$ cat src/rtl/magstripe_pkg.sv
// Package: shared types and helpers for the magnetic stripe receiver.
// Assumes characters carry odd parity over all their bits.
package magstripe_pkg;

    typedef enum logic {
        TRK_HUNT   = 1'b0,
        TRK_FRAMED = 1'b1
    } trk_mode_e;

    // True when the bit vector fails odd parity (even number of ones).
    function automatic logic parity_bad7(input logic [6:0] v, input int unsigned w);
        logic acc;
        acc = 1'b0;
        for (int i = 0; i < 7; i++) begin
            if (i < int'(w)) acc = acc ^ v[i];
        end
        return ~acc;
    endfunction

endpackage

$ cat src/rtl/magstripe_in_sync.sv
// Module: brings one track's three asynchronous inputs into the clock
// domain and reports the rising edge of the bit strobe.
// Assumes each strobe level lasts at least one clock and that data is
// settled before the strobe rises (it is synchronised with equal depth).
module magstripe_in_sync #(
    parameter int unsigned STAGES = 2
) (
    input  logic clk,
    input  logic rst_n,
    input  logic strobe_in,
    input  logic data_in,
    input  logic present_in,
    output logic strobe_rise,
    output logic data_s,
    output logic present_s
);
    localparam int unsigned NSIG = 3;

    logic [NSIG-1:0] chain [STAGES];
    logic            strobe_last;

    genvar g;
    generate
        for (g = 0; g < STAGES; g++) begin : g_stage
            if (g == 0) begin : g_first
                // First flop of the synchroniser chain samples the raw pins.
                always_ff @(posedge clk) begin
                    if (!rst_n) chain[g] <= '0;
                    else        chain[g] <= {present_in, data_in, strobe_in};
                end
            end else begin : g_next
                // Later flops pass the vector one stage down the chain.
                always_ff @(posedge clk) begin
                    if (!rst_n) chain[g] <= '0;
                    else        chain[g] <= chain[g-1];
                end
            end
        end
    endgenerate

    // Delayed copy of the synchronised strobe for edge detection.
    always_ff @(posedge clk) begin
        if (!rst_n) strobe_last <= 1'b0;
        else        strobe_last <= chain[STAGES-1][0];
    end

    assign strobe_rise = chain[STAGES-1][0] & ~strobe_last;
    assign data_s      = chain[STAGES-1][1];
    assign present_s   = chain[STAGES-1][2];

    // A detected edge can never repeat in the following cycle.
    assert_single_edge_R4: assert property (@(posedge clk) disable iff (!rst_n)
        strobe_rise |=> !strobe_rise);

endmodule

$ cat src/rtl/magstripe_track_rx.sv
// Module: one track's receiver. In hunt mode a window of one character
// width slides over the bits until it equals the start code; then bits
// are framed at fixed boundaries, LSB first, one ready pulse per char.
// Assumes bit_stb is a single-cycle pulse with bit_val valid alongside.
module magstripe_track_rx
    import magstripe_pkg::*;
#(
    parameter int unsigned     W     = 7,
    parameter logic [W-1:0]    START = 7'h45
) (
    input  logic         clk,
    input  logic         rst_n,
    input  logic         bit_stb,
    input  logic         bit_val,
    input  logic         present,
    output logic [W-1:0] char_o,
    output logic         ready_o,
    output logic         sync_o,
    output logic         locked_o,
    output logic         par_err_o
);
    localparam int unsigned CW   = (W > 1) ? $clog2(W) : 1;
    localparam logic [CW-1:0] LAST = CW'(W - 1);

    trk_mode_e      mode;
    logic [W-1:0]   win;
    logic [W-1:0]   win_next;
    logic [CW-1:0]  cnt;
    logic [6:0]     par_vec;

    assign win_next = {bit_val, win[W-1:1]};
    assign locked_o = (mode == TRK_FRAMED);

    // Widen the completed character for the shared parity helper.
    always_comb begin
        par_vec = '0;
        par_vec[W-1:0] = win_next;
    end

    // Hunt/framing state machine, window shifter and character output.
    always_ff @(posedge clk) begin
        if (!rst_n) begin
            mode      <= TRK_HUNT;
            win       <= '0;
            cnt       <= '0;
            char_o    <= '0;
            ready_o   <= 1'b0;
            sync_o    <= 1'b0;
            par_err_o <= 1'b0;
        end else begin
            ready_o <= 1'b0;
            sync_o  <= 1'b0;
            if (!present) begin
                mode      <= TRK_HUNT;
                win       <= '0;
                cnt       <= '0;
                par_err_o <= 1'b0;
            end else if (bit_stb) begin
                win <= win_next;
                if (mode == TRK_HUNT) begin
                    if (win_next == START) begin
                        mode   <= TRK_FRAMED;
                        sync_o <= 1'b1;
                        cnt    <= '0;
                    end
                end else if (cnt == LAST) begin
                    cnt     <= '0;
                    char_o  <= win_next;
                    ready_o <= 1'b1;
                    if (parity_bad7(par_vec, W)) par_err_o <= 1'b1;
                end else begin
                    cnt <= cnt + 1'b1;
                end
            end
        end
    end

    // Characters only come out of a track that stayed locked.
    assert_ready_locked_R4: assert property (@(posedge clk) disable iff (!rst_n)
        ready_o |-> locked_o);
    // The bit counter never passes the last position of a character.
    assert_count_bound_R4: assert property (@(posedge clk) disable iff (!rst_n)
        cnt <= LAST);
    // Sync is a one-cycle pulse that coincides with the lock rising.
    assert_sync_pulse_R3: assert property (@(posedge clk) disable iff (!rst_n)
        sync_o |=> !sync_o);
    assert_sync_lock_R3: assert property (@(posedge clk) disable iff (!rst_n)
        sync_o |-> $rose(locked_o));
    // No lock and no parity status survive a card absence.
    assert_absent_clear_R6: assert property (@(posedge clk) disable iff (!rst_n)
        !present |=> (!locked_o && !par_err_o));
    // Parity status sticks while the card stays present.
    assert_par_sticky_R5: assert property (@(posedge clk) disable iff (!rst_n)
        (par_err_o && present) |=> par_err_o);

endmodule

$ cat src/rtl/magstripe_dual_rx.sv
// Module: top of the dual-track receiver. Two synchronisers feed two
// independent track receivers; the interrupt merges their pulses.
// Assumes strobes are slow next to clk (many clocks per bit).
module magstripe_dual_rx #(
    parameter int unsigned     T1_W        = 7,
    parameter int unsigned     T2_W        = 5,
    parameter logic [T1_W-1:0] T1_START    = 7'h45,
    parameter logic [T2_W-1:0] T2_START    = 5'h0B,
    parameter int unsigned     SYNC_STAGES = 2
) (
    input  logic            clk,
    input  logic            rst_n,
    input  logic            trk1_strobe,
    input  logic            trk1_data,
    input  logic            trk1_present,
    input  logic            trk2_strobe,
    input  logic            trk2_data,
    input  logic            trk2_present,
    output logic [T1_W-1:0] trk1_char,
    output logic            trk1_ready,
    output logic            trk1_sync,
    output logic            trk1_locked,
    output logic            trk1_par_err,
    output logic [T2_W-1:0] trk2_char,
    output logic            trk2_ready,
    output logic            trk2_sync,
    output logic            trk2_locked,
    output logic            trk2_par_err,
    output logic            irq
);
    logic t1_rise, t1_dat, t1_pres;
    logic t2_rise, t2_dat, t2_pres;

    magstripe_in_sync #(.STAGES(SYNC_STAGES)) i_sync1 (
        .clk(clk), .rst_n(rst_n),
        .strobe_in(trk1_strobe), .data_in(trk1_data), .present_in(trk1_present),
        .strobe_rise(t1_rise), .data_s(t1_dat), .present_s(t1_pres)
    );

    magstripe_in_sync #(.STAGES(SYNC_STAGES)) i_sync2 (
        .clk(clk), .rst_n(rst_n),
        .strobe_in(trk2_strobe), .data_in(trk2_data), .present_in(trk2_present),
        .strobe_rise(t2_rise), .data_s(t2_dat), .present_s(t2_pres)
    );

    magstripe_track_rx #(.W(T1_W), .START(T1_START)) i_trk1 (
        .clk(clk), .rst_n(rst_n),
        .bit_stb(t1_rise), .bit_val(t1_dat), .present(t1_pres),
        .char_o(trk1_char), .ready_o(trk1_ready), .sync_o(trk1_sync),
        .locked_o(trk1_locked), .par_err_o(trk1_par_err)
    );

    magstripe_track_rx #(.W(T2_W), .START(T2_START)) i_trk2 (
        .clk(clk), .rst_n(rst_n),
        .bit_stb(t2_rise), .bit_val(t2_dat), .present(t2_pres),
        .char_o(trk2_char), .ready_o(trk2_ready), .sync_o(trk2_sync),
        .locked_o(trk2_locked), .par_err_o(trk2_par_err)
    );

    // Merged interrupt: any character or start-code event on either track.
    assign irq = trk1_ready | trk2_ready | trk1_sync | trk2_sync;

endmodule

$ cat config.mk
export PLATFORM = sky130hd
export DESIGN_NAME = magstripe_dual_rx
export DESIGN_NICKNAME = d
export VERILOG_FILES = /design/src/rtl/magstripe_pkg.sv /design/src/rtl/magstripe_in_sync.sv /design/src/rtl/magstripe_track_rx.sv /design/src/rtl/magstripe_dual_rx.sv
export SDC_FILE = /design/constraint.sdc
export NUM_CORES = 1
export LEC_CHECK = 0
export ABC_AREA = 1
export ABC_CLOCK_PERIOD_IN_PS = 1350
export BUFFER_PORTS_ARGS = -buffer_cell sky130_fd_sc_hd__buf_2
export CAP_MARGIN = 20
export CORE_MARGIN = 2
export CORE_UTILIZATION = 55
export CTS_CLUSTER_SIZE = 16
export DETAILED_ROUTE_END_ITERATION = 8
export PLACE_DENSITY = 0.77
export SETUP_SLACK_MARGIN = 0.2
export SYNTH_ARGS = -nofsm -noshare
export SYNTH_HDL_FRONTEND = slang
export SYNTH_SLANG_ARGS = --single-unit
$ cat constraint.sdc
create_clock -name clk -period 1.35 [get_ports clk]
set_clock_uncertainty 0.05 [all_clocks]
set_input_delay 0.135 -clock clk [delete_from_list [all_inputs] [get_ports clk]]
set_output_delay 0.135 -clock clk [all_outputs]
set_load 0.005 [all_outputs]
After elaboration in Yosys (flattened, before gate mapping):

Memories as Yosys holds them, arrays and structs flattened.
Index checks and enable logic that the tools add are counted.

* bits in registers: 40
* RAM bits: 12
* output and inout bits: 21
* memories kept: 2

* add/subtract/negate cells: 2
* equality and inequality tests: 4
* multiplexer cells: 78
* bitwise logic cells: 28
* reductions and logical operators: 14

Memory list
* i_sync1.chain: words 2, bits a word 3, read ports 2, clocked after Yosys merged registers in 0, write ports 2, line magstripe_in_sync.sv:19 `logic [NSIG-1:0] chain [STAGES];`
* i_sync2.chain: words 2, bits a word 3, read ports 2, clocked after Yosys merged registers in 0, write ports 2, line magstripe_in_sync.sv:19

Operators with widths (number)
* $mux 1: 68
* $mux 3: 10
* $reduce_and 4->1: 6
* $xor 1x1->1: 10
* $not 1->1: 9
* $reduce_and 2->1: 4
* $reduce_or 4->1: 2
* $eq 7x7->1 const B: 1
* $or 1x1->1: 7
* $add 3x1->3 const B: 2
* $eq 3x3->1 const B: 2
* $eq 5x4->1 const B: 1
* $reduce_bool 2->1: 2
* $and 1x1->1: 2

Depth between registers and ports, before layout:

* depth in word-level cells: 44
* gate-level depth with buffers: 9

Modules after synthesis:

From an unflattened synthesis, not the netlist that was laid out.

* cell total of the unflattened synthesis: 270
* area, all modules: 2089.5 sq um

By module, submodules not included
* magstripe_track_rx (i_trk1): instances 1, cells each 124, area an instance 910.9 sq um, sequential area each 400.4 sq um
* magstripe_track_rx (i_trk2): instances 1, cells each 97, area an instance 767.0 sq um, sequential area each 320.3 sq um
* magstripe_in_sync: instances 2, cells each 23, area an instance 200.2 sq um, sequential area each 140.1 sq um
* magstripe_dual_rx: instances 1, cells each 3, area an instance 11.3 sq um, sequential area each 0.0 sq um

Worst setup path before layout:

No wires, ideal clock.

* path kind: reg2reg
* start point: register i_trk2.cnt[0]
* end point: register i_trk2.char_o[4]
* arrival: 1062 ps
* data required time: 1187 ps
* setup slack: 125 ps
* cell stages (with the launch flop): 8
* buffers on the path: 0
* clock period less this slack: 1225 ps
* path through: dfxtp_1 inv_1 ha_1 nand3_1 nor2_8 inv_2 nor2_1 nor2_1

* cells in the longest elaborated chain, start to end: 2

RTL lines
* start, declared: line magstripe_track_rx.sv:28 `logic [CW-1:0] cnt;`
* start signal, assigned: line magstripe_track_rx.sv:72 `cnt <= cnt + 1'b1;`
* $eq 3x3->1: line magstripe_track_rx.sv:66 `end else if (cnt == LAST) begin`
* $reduce_and 4->1 (no source line)
* end signal, assigned: line magstripe_track_rx.sv:68 `char_o <= win_next;`
* end, declared: line magstripe_track_rx.sv:16 `output logic [W-1:0] char_o,`

Every way passes these cells.
A chain may end at the register's enable or synchronous reset.

Worst setup path after layout:

* start point: register i_trk2.sync_o
* end point: output irq

* cells in the longest elaborated chain, start to end: 1

RTL lines
* start, declared: line magstripe_track_rx.sv:18 `output logic sync_o,`
* start signal, assigned: line magstripe_track_rx.sv:48 `sync_o <= 1'b0;`
* start signal, assigned: line magstripe_track_rx.sv:52 `sync_o <= 1'b0;`
* start signal, assigned: line magstripe_track_rx.sv:63 `sync_o <= 1'b1;`
* $or 1x1->1: line magstripe_dual_rx.sv:61 `assign irq = trk1_ready | trk2_ready | trk1_sync | trk2_sync;`
* end, declared: line magstripe_dual_rx.sv:29 `output logic irq`

Every way passes these cells.

==> results_dict.tcl <==
set metrics [dict create \
    syn_nets 258 \
    yosysSeqAreaShare 0.507 \
    outcome "finished, violations left" \
    die_w_microns 63.9 \
    syn_area_sq_um 1970 \
    initial_core_util 0.583 \
    crit-reg2reg-launch "i_trk1.cnt[2]" \
    seq_power_share 0.636 \
    synth_top_area_share 0.507 \
    synth_top_area_cell "dfxtp_1" \
    min_period_ns 1.53 \
    cts_sinks 50 \
    async_flop_share 0 \
    yosysWarnings 0 \
    violations "setup timing" \
    die_area_sq_um 4090 \
    critPathLaunchType "flop" \
    clock_latency_ns 0.38 \
    cts_buffers 5 \
    antenna_found_initial 0 \
    netSwitchingFraction 0.241 \
    vias 2038 \
    grt_pass1_wl_microns 7910 \
    grt_pass1_vias 1703 \
    wirelength_microns 6280 \
    filler_cell_count 140 \
    switching_power_uw 572 \
    io_pins 29 \
    grt_max_degree 20 \
    viasPerCell 5.71 \
    ir_drop_uv 738 \
    worstPathArrival_ns 1.34 \
    cp_max_fo 2 \
    setup_viol 8 \
    ys.flop_type "dfxtp_1" \
    diodes 0 \
    area_growth_pct 51.1 \
    power_frac_comb 0.068 \
    criticalPathCategory "flop to output port" \
    layout_commonest_cell "nand2_1" \
    hold_viol_final 0 \
    root_buffer "clkbuf_4" \
    post-dp-hpwl_microns 2650 \
    synth_seq_cells 50 \
    worst_slew_pin_slew_ns 0.480 \
    fin_crit_sh 1.13 \
    leakagePower_uw 0.00134 \
    fin_hold_ws_ns 0.177 \
    worstSetupStartpoint "i_trk2.sync_o" \
    hp-class "input pin to flop" \
    end_kind "output port" \
    min-delay-start "rst_n" \
    cts_tree "built" \
    finalMaxSlewViolations 0 \
    avgSynthCellArea_sq_um 8.03 \
    grt_overflow 0 \
    max_cap_violations 0 \
    synthCells 246 \
    drt_iter0_drc 121 \
    rr_worst_depth 7 \
    grt_setup_unrepaired "true" \
    synth_edf_count 0 \
    cts.reportedPaths.clkPinSlew_ns 0.15 \
    grt_usage 0.249 \
    drive_gt1_frac 0.553 \
    fp.dieH_microns 63.9 \
    maxSlewHeadroom 0.678 \
    synth_top_cells_by_area "dfxtp_1 51%, nand2_1 9.3%, inv_1 6.3%" \
    gp_congestion 0.855 \
    intPower_uw 1800 \
    synthDistinctLibCells 25 \
    core-area_sq_um 3390 \
    timing.final.ws_setup_ns -0.175 \
    drcViolationCount 0 \
    dr.pass1.iters 4 \
    wl_per_cell_microns 17.6 \
    register_area_sq_um 1020 \
    rows 21 \
    ctsLongestPathBuffers 2 \
    final_nets 324 \
    layout_common_cells "35 x nand2_1, 32 x dfxtp_1, 28 x buf_2" \
    power_density_nw_per_um2 796 \
    multiInputGateArea_sq_um 1220 \
    design_area_sq_um 2980 \
    place_area_sq_um 2210 \
    portBuffers 28 \
    fmax_mhz 656 \
    cp.required_ns 1.16 \
    htreeDepth 2 \
    clockPowerShare 0.297 \
    finish.utilization 0.880 \
    hold_depth 3 \
    ant_nets 0 \
]
logic make-up (layout without fill, tap and decap cells):
group / after synthesis / in the layout / synth area share
DFF: 50 / 50 / 0.507
adders and majority gates: 4 / 4 / 0.0253
buffers and inverters: 43 / 107 / 0.0843
AOI/OAI and AO/OA: 43 / 43 / 0.112
xor gates and xnor gates: 2 / 2 / 0.00887
and+or+nand+nor: 104 / 105 / 0.263
synth_stat cells (all sizes together) (2+ instances only):
master,instances
dfxtp,50
a21oi,24
ha,4
nor2,25
o21ai,17
nand2,56
inv,38
nor3,3
buf,4
nand3,17
xnor2,2
final timing paths:
check                   endpoint  slack, ns
min                i_trk2.win[4]       0.18
min reg2reg  i_sync1.chain[1][0]       0.36
max reg2reg     i_trk1.char_o[0]      -0.05
max                          irq      -0.18
sequential cells by signal, indices dropped and copies added, names as in the netlist:
signal               cells
i_sync1.chain            6
i_sync1.strobe_last      1
i_sync2.chain            6
i_sync2.strobe_last      1
i_trk1.char_o            7
i_trk1.cnt               3
i_trk1.locked_o          1
i_trk1.par_err_o         1
i_trk1.ready_o           1
i_trk1.sync_o            1
i_trk1.win               6
i_trk2.char_o            5
i_trk2.cnt               3
i_trk2.locked_o          1
i_trk2.par_err_o         1
i_trk2.ready_o           1
i_trk2.sync_o            1
i_trk2.win               4
metrics by stage:
| stage | total power (uW) | worst slack, ns | setup TNS [ns] | instances |
|---|---|---|---|---|
| floorplan | 1590 | 0.189 | 0 | 246 |
| global placement | 1620 | 0.111 | 0 | 320 |
| detailed placement | 1620 | 0.0696 | 0 | 320 |
| CTS | 2290 | -0.151 | -0.151 | 350 |
| global route | 2430 | -0.189 | -0.758 | 357 |
| finish | 2380 | -0.175 | -0.432 | 357 |
power groups by stage:
stage	Clock (uW)	Combinational, uW	Sequential (uW)
2_1_floorplan	0	55.2	1540
3_3_place_gp	0	78.2	1540
3_5_place_dp	0	80.2	1540
4_1_cts	670	114	1510
5_1_grt	745	172	1510
6_report	705	161	1510
worst max-delay path, stage by stage (launching register included):
cell	delay (ns)
dfxtp_1	0.33
or4_1	0.49
buf_2	0.14
per-layer routing:
metal | vias to the layer above | global-route usage | routed length [microns]
met5 | - | 0 | 0
met4 | 0 | 0.106 | 324
met3 | 36 | 0.0616 | 488
met2 | 111 | 0.405 | 3060
met1 | 979 | 0.313 | 2400
li1 | 912 | - | -
what timing repair did:
action                                  CTS  global route
endpoints found under the hold margin     6             0
setup buffers                            17             6
endpoints found under the setup margin   26            35
gates cloned                              1             1
resized for setup                        55            79
hold buffers                              6             0
pin swaps                                20            29
area by class of cell:
class / count / area share
Timing Repair Buffer: 62 / 0.157
Tap cell: 46 / 0.0193
Multi-Input combinational cell: 154 / 0.410
Sequential cell: 50 / 0.343
Inverter: 39 / 0.0532
Clock buffer: 6 / 0.0172
No activity file was read; power rests on OpenSTA's default activity.
